**src/rtl/irq_pkg.sv**
```systemverilog
`timescale 1ns/1ps
package irq_pkg;

    typedef enum logic [2:0] {
        S_IDLE,
        S_ACK,
        S_TBL_LO,
        S_TBL_HI,
        S_PUSH,
        S_DONE
    } seq_state_e;

    typedef enum logic [1:0] {
        M_OPCODE = 2'd0,
        M_FIXED  = 2'd1,
        M_TABLE  = 2'd2
    } resp_mode_e;

    localparam logic [1:0] MODE_RESERVED = 2'd3;

endpackage

```
**src/rtl/irq_cfg_regs.sv**
```systemverilog
`timescale 1ns/1ps
module irq_cfg_regs
    import irq_pkg::*;
#(
    parameter int DATA_W = 8
) (
    input  logic              clk,
    input  logic              rst_n,
    input  logic              mode_wr,
    input  logic [1:0]        mode_val,
    input  logic              ie_set,
    input  logic              ireg_wr,
    input  logic [DATA_W-1:0] ireg_val,
    input  logic              accept,
    output resp_mode_e        mode,
    output logic              ie,
    output logic [DATA_W-1:0] ireg
);

    typedef struct packed {
        resp_mode_e        mode;
        logic              ie;
        logic [DATA_W-1:0] ireg;
    } cfg_t;

    cfg_t cfg_d, cfg_q;

    always_comb begin
        cfg_d = cfg_q;
        if (mode_wr && (mode_val != MODE_RESERVED)) begin
            cfg_d.mode = resp_mode_e'(mode_val);
        end
        if (ie_set) begin
            cfg_d.ie = 1'b1;
        end
        // acceptance wins over a simultaneous enable
        if (accept) begin
            cfg_d.ie = 1'b0;
        end
        if (ireg_wr) begin
            cfg_d.ireg = ireg_val;
        end
    end

    always_ff @(posedge clk or negedge rst_n) begin
        if (!rst_n) begin
            cfg_q <= '{mode: M_OPCODE, ie: 1'b0, ireg: '0};
        end else begin
            cfg_q <= cfg_d;
        end
    end

    assign mode = cfg_q.mode;
    assign ie   = cfg_q.ie;
    assign ireg = cfg_q.ireg;

endmodule

```
**src/rtl/irq_nmi_latch.sv**
```systemverilog
`timescale 1ns/1ps
module irq_nmi_latch (
    input  logic clk,
    input  logic rst_n,
    input  logic nmi_req,
    input  logic take,
    output logic pend
);

    typedef struct packed {
        logic prev;
        logic pend;
    } nmi_t;

    nmi_t nmi_d, nmi_q;

    always_comb begin
        nmi_d      = nmi_q;
        nmi_d.prev = nmi_req;
        if (take) begin
            nmi_d.pend = 1'b0;
        end
        if (nmi_req && !nmi_q.prev) begin
            nmi_d.pend = 1'b1;
        end
    end

    always_ff @(posedge clk or negedge rst_n) begin
        if (!rst_n) begin
            nmi_q <= '0;
        end else begin
            nmi_q <= nmi_d;
        end
    end

    assign pend = nmi_q.pend;

endmodule

```
**src/rtl/irq_ptr_calc.sv**
```systemverilog
`timescale 1ns/1ps
module irq_ptr_calc #(
    parameter int DATA_W = 8,
    parameter int PTR_ALIGN = 2
) (
    input  logic [DATA_W-1:0]   page,
    input  logic [DATA_W-1:0]   vec,
    output logic [2*DATA_W-1:0] ptr
);

    localparam int LSB_W = $clog2(PTR_ALIGN);

    // the low bits that select a byte inside one table entry are forced to zero
    generate
        if (LSB_W > 0) begin : g_align
            assign ptr = {page, vec[DATA_W-1:LSB_W], {LSB_W{1'b0}}};
        end else begin : g_noalign
            assign ptr = {page, vec};
        end
    endgenerate

endmodule

```
**src/rtl/irq_resp_seq.sv**
```systemverilog
`timescale 1ns/1ps
module irq_resp_seq
    import irq_pkg::*;
#(
    parameter int DATA_W = 8,
    parameter int WAIT_N = 2,
    parameter logic [2*DATA_W-1:0] FIX_ADDR = 16'h0038,
    parameter logic [2*DATA_W-1:0] NMI_ADDR = 16'h0066
) (
    input  logic                clk,
    input  logic                rst_n,
    input  logic                insn_end,
    input  logic                int_req,
    input  logic                nmi_req,
    input  logic                mode_wr,
    input  logic [1:0]          mode_val,
    input  logic                ie_set,
    input  logic                ireg_wr,
    input  logic [DATA_W-1:0]   ireg_val,
    output logic                ack_m1,
    output logic                ack_iorq,
    input  logic [DATA_W-1:0]   bus_data,
    output logic                tbl_rd,
    output logic [2*DATA_W-1:0] tbl_addr,
    input  logic [DATA_W-1:0]   tbl_data,
    output logic                push_ret,
    output logic                resp_done,
    output logic                resp_is_op,
    output logic [2*DATA_W-1:0] resp_target,
    output logic [DATA_W-1:0]   resp_opcode,
    output logic                int_en,
    output logic [DATA_W-1:0]   ireg
);

    localparam int ADDR_W = 2 * DATA_W;
    localparam int WCNT_W = $clog2(WAIT_N + 2);
    localparam logic [WCNT_W-1:0] WCNT_LAST = WCNT_W'(WAIT_N);

    typedef struct packed {
        seq_state_e        st;
        logic [WCNT_W-1:0] wcnt;
        logic [ADDR_W-1:0] ptr;
        logic [DATA_W-1:0] lo;
        logic              from_tbl;
        logic [ADDR_W-1:0] target;
        logic [DATA_W-1:0] opcode;
        logic              is_op;
    } seq_t;

    seq_t seq_d, seq_q;

    resp_mode_e        mode;
    logic              nmi_pend;
    logic              take_nmi;
    logic              take_int;
    logic [ADDR_W-1:0] tbl_ptr;
    logic              ack_c;
    logic              rd_c;
    logic              push_c;
    logic              done_c;
    logic [ADDR_W-1:0] addr_c;

    irq_cfg_regs #(.DATA_W(DATA_W)) u_cfg (
        .clk      (clk),
        .rst_n    (rst_n),
        .mode_wr  (mode_wr),
        .mode_val (mode_val),
        .ie_set   (ie_set),
        .ireg_wr  (ireg_wr),
        .ireg_val (ireg_val),
        .accept   (take_nmi | take_int),
        .mode     (mode),
        .ie       (int_en),
        .ireg     (ireg)
    );

    irq_nmi_latch u_nmi (
        .clk     (clk),
        .rst_n   (rst_n),
        .nmi_req (nmi_req),
        .take    (take_nmi),
        .pend    (nmi_pend)
    );

    irq_ptr_calc #(.DATA_W(DATA_W), .PTR_ALIGN(2)) u_ptr (
        .page (ireg),
        .vec  (bus_data),
        .ptr  (tbl_ptr)
    );

    always_comb begin
        seq_d    = seq_q;
        take_nmi = 1'b0;
        take_int = 1'b0;
        ack_c    = 1'b0;
        rd_c     = 1'b0;
        push_c   = 1'b0;
        done_c   = 1'b0;
        addr_c   = seq_q.ptr;
        unique case (seq_q.st)
            S_IDLE: begin
                if (insn_end) begin
                    if (nmi_pend) begin
                        take_nmi       = 1'b1;
                        seq_d.target   = NMI_ADDR;
                        seq_d.is_op    = 1'b0;
                        seq_d.from_tbl = 1'b0;
                        seq_d.st       = S_PUSH;
                    end else if (int_req && int_en) begin
                        take_int   = 1'b1;
                        seq_d.wcnt = '0;
                        seq_d.st   = S_ACK;
                    end
                end
            end
            S_ACK: begin
                ack_c = 1'b1;
                if (seq_q.wcnt == WCNT_LAST) begin
                    unique case (mode)
                        M_OPCODE: begin
                            seq_d.opcode = bus_data;
                            seq_d.is_op  = 1'b1;
                            seq_d.st     = S_DONE;
                        end
                        M_FIXED: begin
                            seq_d.target   = FIX_ADDR;
                            seq_d.is_op    = 1'b0;
                            seq_d.from_tbl = 1'b0;
                            seq_d.st       = S_PUSH;
                        end
                        default: begin
                            seq_d.ptr      = tbl_ptr;
                            seq_d.is_op    = 1'b0;
                            seq_d.from_tbl = 1'b1;
                            seq_d.st       = S_TBL_LO;
                        end
                    endcase
                end else begin
                    seq_d.wcnt = seq_q.wcnt + 1'b1;
                end
            end
            S_TBL_LO: begin
                rd_c     = 1'b1;
                addr_c   = seq_q.ptr;
                seq_d.st = S_TBL_HI;
            end
            S_TBL_HI: begin
                rd_c     = 1'b1;
                addr_c   = {seq_q.ptr[ADDR_W-1:1], 1'b1};
                seq_d.lo = tbl_data;
                seq_d.st = S_PUSH;
            end
            S_PUSH: begin
                push_c = 1'b1;
                if (seq_q.from_tbl) begin
                    seq_d.target = {tbl_data, seq_q.lo};
                end
                seq_d.st = S_DONE;
            end
            S_DONE: begin
                done_c   = 1'b1;
                seq_d.st = S_IDLE;
            end
            default: begin
                seq_d.st = S_IDLE;
            end
        endcase
    end

    always_ff @(posedge clk or negedge rst_n) begin
        if (!rst_n) begin
            seq_q <= '{st: S_IDLE, default: '0};
        end else begin
            seq_q <= seq_d;
        end
    end

    assign ack_m1      = ack_c;
    assign ack_iorq    = ack_c;
    assign tbl_rd      = rd_c;
    assign tbl_addr    = addr_c;
    assign push_ret    = push_c;
    assign resp_done   = done_c;
    assign resp_is_op  = seq_q.is_op;
    assign resp_target = seq_q.target;
    assign resp_opcode = seq_q.opcode;

endmodule

```
**config.mk**
```make
export PLATFORM = sky130hd
export DESIGN_NAME = irq_resp_seq
export DESIGN_NICKNAME = d
export VERILOG_FILES = /design/src/rtl/irq_pkg.sv /design/src/rtl/irq_cfg_regs.sv /design/src/rtl/irq_nmi_latch.sv /design/src/rtl/irq_ptr_calc.sv /design/src/rtl/irq_resp_seq.sv
export SDC_FILE = /design/constraint.sdc
export NUM_CORES = 1
export LEC_CHECK = 0
export BUFFER_PORTS_ARGS = -buffer_cell sky130_fd_sc_hd__buf_2
export CAP_MARGIN = 10
export CORE_ASPECT_RATIO = 1.5
export CORE_MARGIN = 2
export CORE_UTILIZATION = 50
export DETAILED_ROUTE_END_ITERATION = 16
export HOLD_SLACK_MARGIN = 0.1
export PLACE_DENSITY = 0.74
export SYNTH_ARGS = -nofsm -noshare
export SYNTH_HDL_FRONTEND = slang
export SYNTH_HIERARCHICAL = 1
export SYNTH_SLANG_ARGS = --single-unit
```
**constraint.sdc**
```tcl
create_clock -name clk -period 2.05 [get_ports clk]
set_clock_uncertainty 0.05 [all_clocks]
set_input_delay 0.205 -clock clk [delete_from_list [all_inputs] [get_ports clk]]
set_output_delay 0.205 -clock clk [all_outputs]
set_load 0.005 [all_outputs]
```
Word-level counts from Yosys, hierarchy flattened
Index checks and enable logic that the tools add are counted.
- register bits after elaboration: 67
- add/sub/neg operators: 1
- equal/unequal tests: 18
- multiplexer cells: 38
- bitwise logic cells: 2
- reductions and logical operators: 19
- operators with widths (cell ; count):
    $pmux 16 s3 ; 1
    $mux 17 ; 2
    $mux 16 ; 2
    $mux 26 ; 1
    $mux 1 ; 19
    $ne 2x2->1 const B ; 8
    $pmux 3 s5 ; 1
    $mux 5 ; 2
    $reduce_and 5->1 ; 2
    $reduce_and 3->1 ; 3
    $mux 8 ; 1
    $eq 3x2->1 const B ; 2
    $eq 3x3->1 const B ; 2
    $mux 3 ; 2
    $pmux 1 s2 ; 3
    $pmux 3 s2 ; 1
    $reduce_and 6->1 ; 1
    $reduce_bool 2->1 ; 3
    $mux 2 ; 2
    $ne 2x1->1 const B ; 2
    $pmux 2 s2 ; 1
    $reduce_and 4->1 ; 1
    $reduce_or 2->1 ; 2
    $eq 3x1->1 const B ; 1
    other kinds (11) ; 13

Depth between registers and ports, before layout
- depth after elaboration: 7
- mapped depth: 7

Modules after synthesis
Netlist, hierarchy kept.
- by module, submodules not included (module ; instances ; cells an instance ; area an instance (sq um)):
    irq_resp_seq ; 1 ; 235 ; 2763.9
    irq_cfg_regs ; 1 ; 27 ; 442.9
    irq_ptr_calc ; 1 ; 17 ; 123.9
    irq_nmi_latch ; 1 ; 5 ; 70.1

Least setup slack after synthesis
Ideal clock, no wire load.
- kind: flip-flop to flip-flop
- start point: reg seq_q[50] in the netlist's numbering
- end point: reg seq_q[37] in the netlist's numbering
- library setup time: 0.125 ns
- arrival: 1.465 ns
- data required time: 1.875 ns
- setup slack: 0.410 ns
- stages on the path, launching flop included: 8
- period minus slack after synthesis: 1.640 ns
- cell sequence: dfrtp_1 -> inv_1 -> ha_1 -> and3b_1 -> buf_6 -> nand2_4 -> buf_6 -> mux2_4
- word-level cells in the longest chain between the ends: 2
- RTL lines (item ; RTL line ; RTL):
    start, declared ; irq_resp_seq.sv:50 ; seq_t seq_d, seq_q;
    start signal, assigned ; irq_resp_seq.sv:174 ; seq_q <= seq_d;
    $eq 2x2->1 ; irq_resp_seq.sv:118 ; if (seq_q.wcnt == WCNT_LAST) begin
    $reduce_and 3->1 (no line) ; - ;
No other way between the ends.
A chain may end at the register's enable or synchronous reset.

Worst setup path after layout
- start point: reg seq_q[54] in the netlist's numbering
- end point: out tbl_addr[0]
- word-level cells in the longest chain between the ends: 2
- RTL lines (item ; RTL line ; RTL):
    $eq 3x2->1 ; irq_resp_seq.sv:100 ; unique case (seq_q.st)
    $mux 1 ; irq_resp_seq.sv:100 ;
    end, declared ; irq_resp_seq.sv:24 ; output logic [2*DATA_W-1:0] tbl_addr,
No other way between the ends.

==> results.toml <==
[global_route]
antenna_found_initial = 0
grt_pass1_wl_um = 10200
grt_max_degree = 69
grt_pass1_vias = 2204
grt_usage_pct = 17.4
grt_overflow = 0

[pwr]
ir_drop_uv = 687
finalPower_w = 0.00527
p_per_area_mw_per_mm2 = 1320
p_leak_nw = 2.00

[logic_synthesis]
ys_top_cells_by_area = "dfrtp_1 50%, buf_4 13%, mux2_2 7.9%, mux2_4 7.5%, mux2i_1 4.4%"
synth_warnings = 6
synth_fp_nets = 319
ys_ff_latch = 68
seq_area_frac_synth_pct = 50.0
syn_area_mm2 = 0.00340
synth_cells = 284
synth_top_area_share_pct = 50.0
synth_top_cell_by_area = "dfrtp_1"
synth_cell_type_count = 35
avgSynthCellArea_um2 = 12.0

[clocking]
numCtsBuffers = 9
cts_buffer_depth = 2
clock_sinks = 68
htreeDepth = 3
cts.reportedPaths.clkPinSlew_ns = 0.07
clk_latency_ns = 0.34
cts-root-buf = "clkbuf_8"
tritoncts = "done"

[drt]
wl_per_cell_um = 14.3
dr.pass1.iters = 4
drtAntennaViolNets = 0
finalWirelength_um = 6160
drt-initial-drc-count = 100
num_vias = 2113
via_per_inst = 4.91
drc = 0

[final_layout]
fill_cells = 528
synthToLayoutAreaGrowth_pct = 17.0
layout_common_cells = "88 x buf_2, 67 x dfrtp_1, 28 x dlygate4sd3_1"
final_common_cell = "buf_2"
nNetsFinal = 384
diodes = 0
seq_area_mm2 = 0.00170
drive_gt1_share_pct = 44.4
multi_input_area_mm2 = 0.00112

[job]
maxCapViolCount = 0

[placed_design]
port_buffers = 88
dp_hpwl_um = 4050
gp_congestion = 0.844

[floorplanning]
coreArea_mm2 = 0.00653
die_h_um = 105
die_area_mm2 = 0.00749
die_w_um = 71.3
ios = 89
rows = 36
start_util_pct = 52.1

[critical_path]
arrival_ns = 1.67
crit_type = "reg2out"
reg2reg_depth = 4
crit_fanout = 14
critPathCaptureType = "output pin"
startpoint_type = "register"
required_ns = 1.79

[timing]
hold_viol_final = 0
rsz0062_at_grt = "no"
slew_violations = 0
timing.final.crit_share_pct = 94.1
fin_tns_setup_ns = 0
setup_violations = 0
fmaxAchievable_mhz = 518
period_needed_ns = 1.93

[min_path]
min_path_type = "in2reg"
min_path_cells = 3

[status]
run_status = "finished, final reports clean"
-- cell families (layout without fill, tap and decap cells) --
logic type                 after synthesis  count (layout)  share of synthesized area, %
buffers and inverters                   87             157                          17.1
DFF                                     68              68                          50.0
muxes                                   56              56                          19.9
and+or+nand+nor                         45              45                          7.54
AOI/OAI and AO/OA                       26              26                          5.00
adders and majority gates                1               1                         0.368
other                                    1               1                         0.110
-- stage by stage --
| step | instances | hold WS, ns | util, % | worst slack, ns | cell area, µm² |
|---|---|---|---|---|---|
| 2_1_floorplan | 284 | -0.141 | - | 0.410 | 3400 |
| 3_3_place_gp | 386 | 0.206 | 53.1 | 0.284 | 3470 |
| 3_5_place_dp | 386 | 0.205 | 53.1 | 0.181 | 3470 |
| 4_1_cts | 430 | 0.102 | 60.9 | 0.0556 | 3980 |
| 5_1_grt | 430 | 0.126 | 60.9 | 0.00404 | 3980 |
| 6_report | 430 | 0.113 | 60.9 | 0.121 | 3980 |
-- sequential cells by signal, indices dropped and copies added (netlist names) --
signal and flops:
resp_is_op 1, seq_q 30, resp_target 16, u_cfg/mode 2, resp_opcode 8, u_cfg/ireg 8, u_nmi/nmi_q 1, u_cfg/ie 1
u_nmi/pend 1
-- routing by layer --
layer  part of all wire, %  GRT usage (%)
met3                   4.8           3.28
met1                    42           20.8
met2                    52           29.6
met4                   2.1           8.22
met5                     0              0
-- power by group --
part           internal (W)  total [W]  switching, W  leakage, nW
combinational       0.00104    0.00187      0.000821         1.06
sequential          0.00184    0.00218      0.000343        0.823
clock              0.000718    0.00122      0.000503        0.116
total               0.00360    0.00527       0.00167         2.00
-- repair_timing --
action,4_1_cts,5_1_grt
hold endpoints to repair,111,0
resized for setup,1,1
hold buffers,28,0
setup buffers,0,0
endpoints found under the setup margin,1,2
-- cells in the mapped netlist, drive strengths merged --
master	number
nor3b	2
o211ai	2
mux2i	15
dfrtp	68
ha	1
and2	2
a32oi	1
o21a	1
and3b	2
nor2b	4
nor2	9
o32ai	1
or3b	1
o21bai	1
nand4b	1
nand2	17
or3	1
inv	23
o22ai	1
o21ai	8
conb	1
buf	64
o2bb2ai	1
mux2	41
or2	1
nand2b	5
a21oi	10
-- critical path: stages (launching register included) --
cell and delay [ns]:
dfrtp_1 0.53, nor2b_1 0.24, nand2_1 0.28, nand2b_1 0.16, buf_2 0.12
-- cell type report --
class | count | share of cell area [%]
multi-input cells | 129 | 28.1
clock inverters | 6 | 2.20
flip-flops and latches | 68 | 42.8
well taps | 76 | 2.39
inverters | 23 | 2.26
clock buffers | 10 | 3.46
repair buffers | 118 | 18.8
-- final timing paths --
kind                                  end           start  slack (ns)
min reg2reg                    u_nmi/pend  u_nmi/nmi_q[1]        0.41
max                           tbl_addr[0]       seq_q[54]        0.12
min in group asynchronous  u_nmi/nmi_q[1]           rst_n        0.37
min                         u_cfg/mode[1]     mode_val[1]        0.11
max reg2reg                     seq_q[42]       seq_q[52]        0.20
max in group asynchronous       seq_q[53]           rst_n        1.26
(Power assumes the default switching activity.)
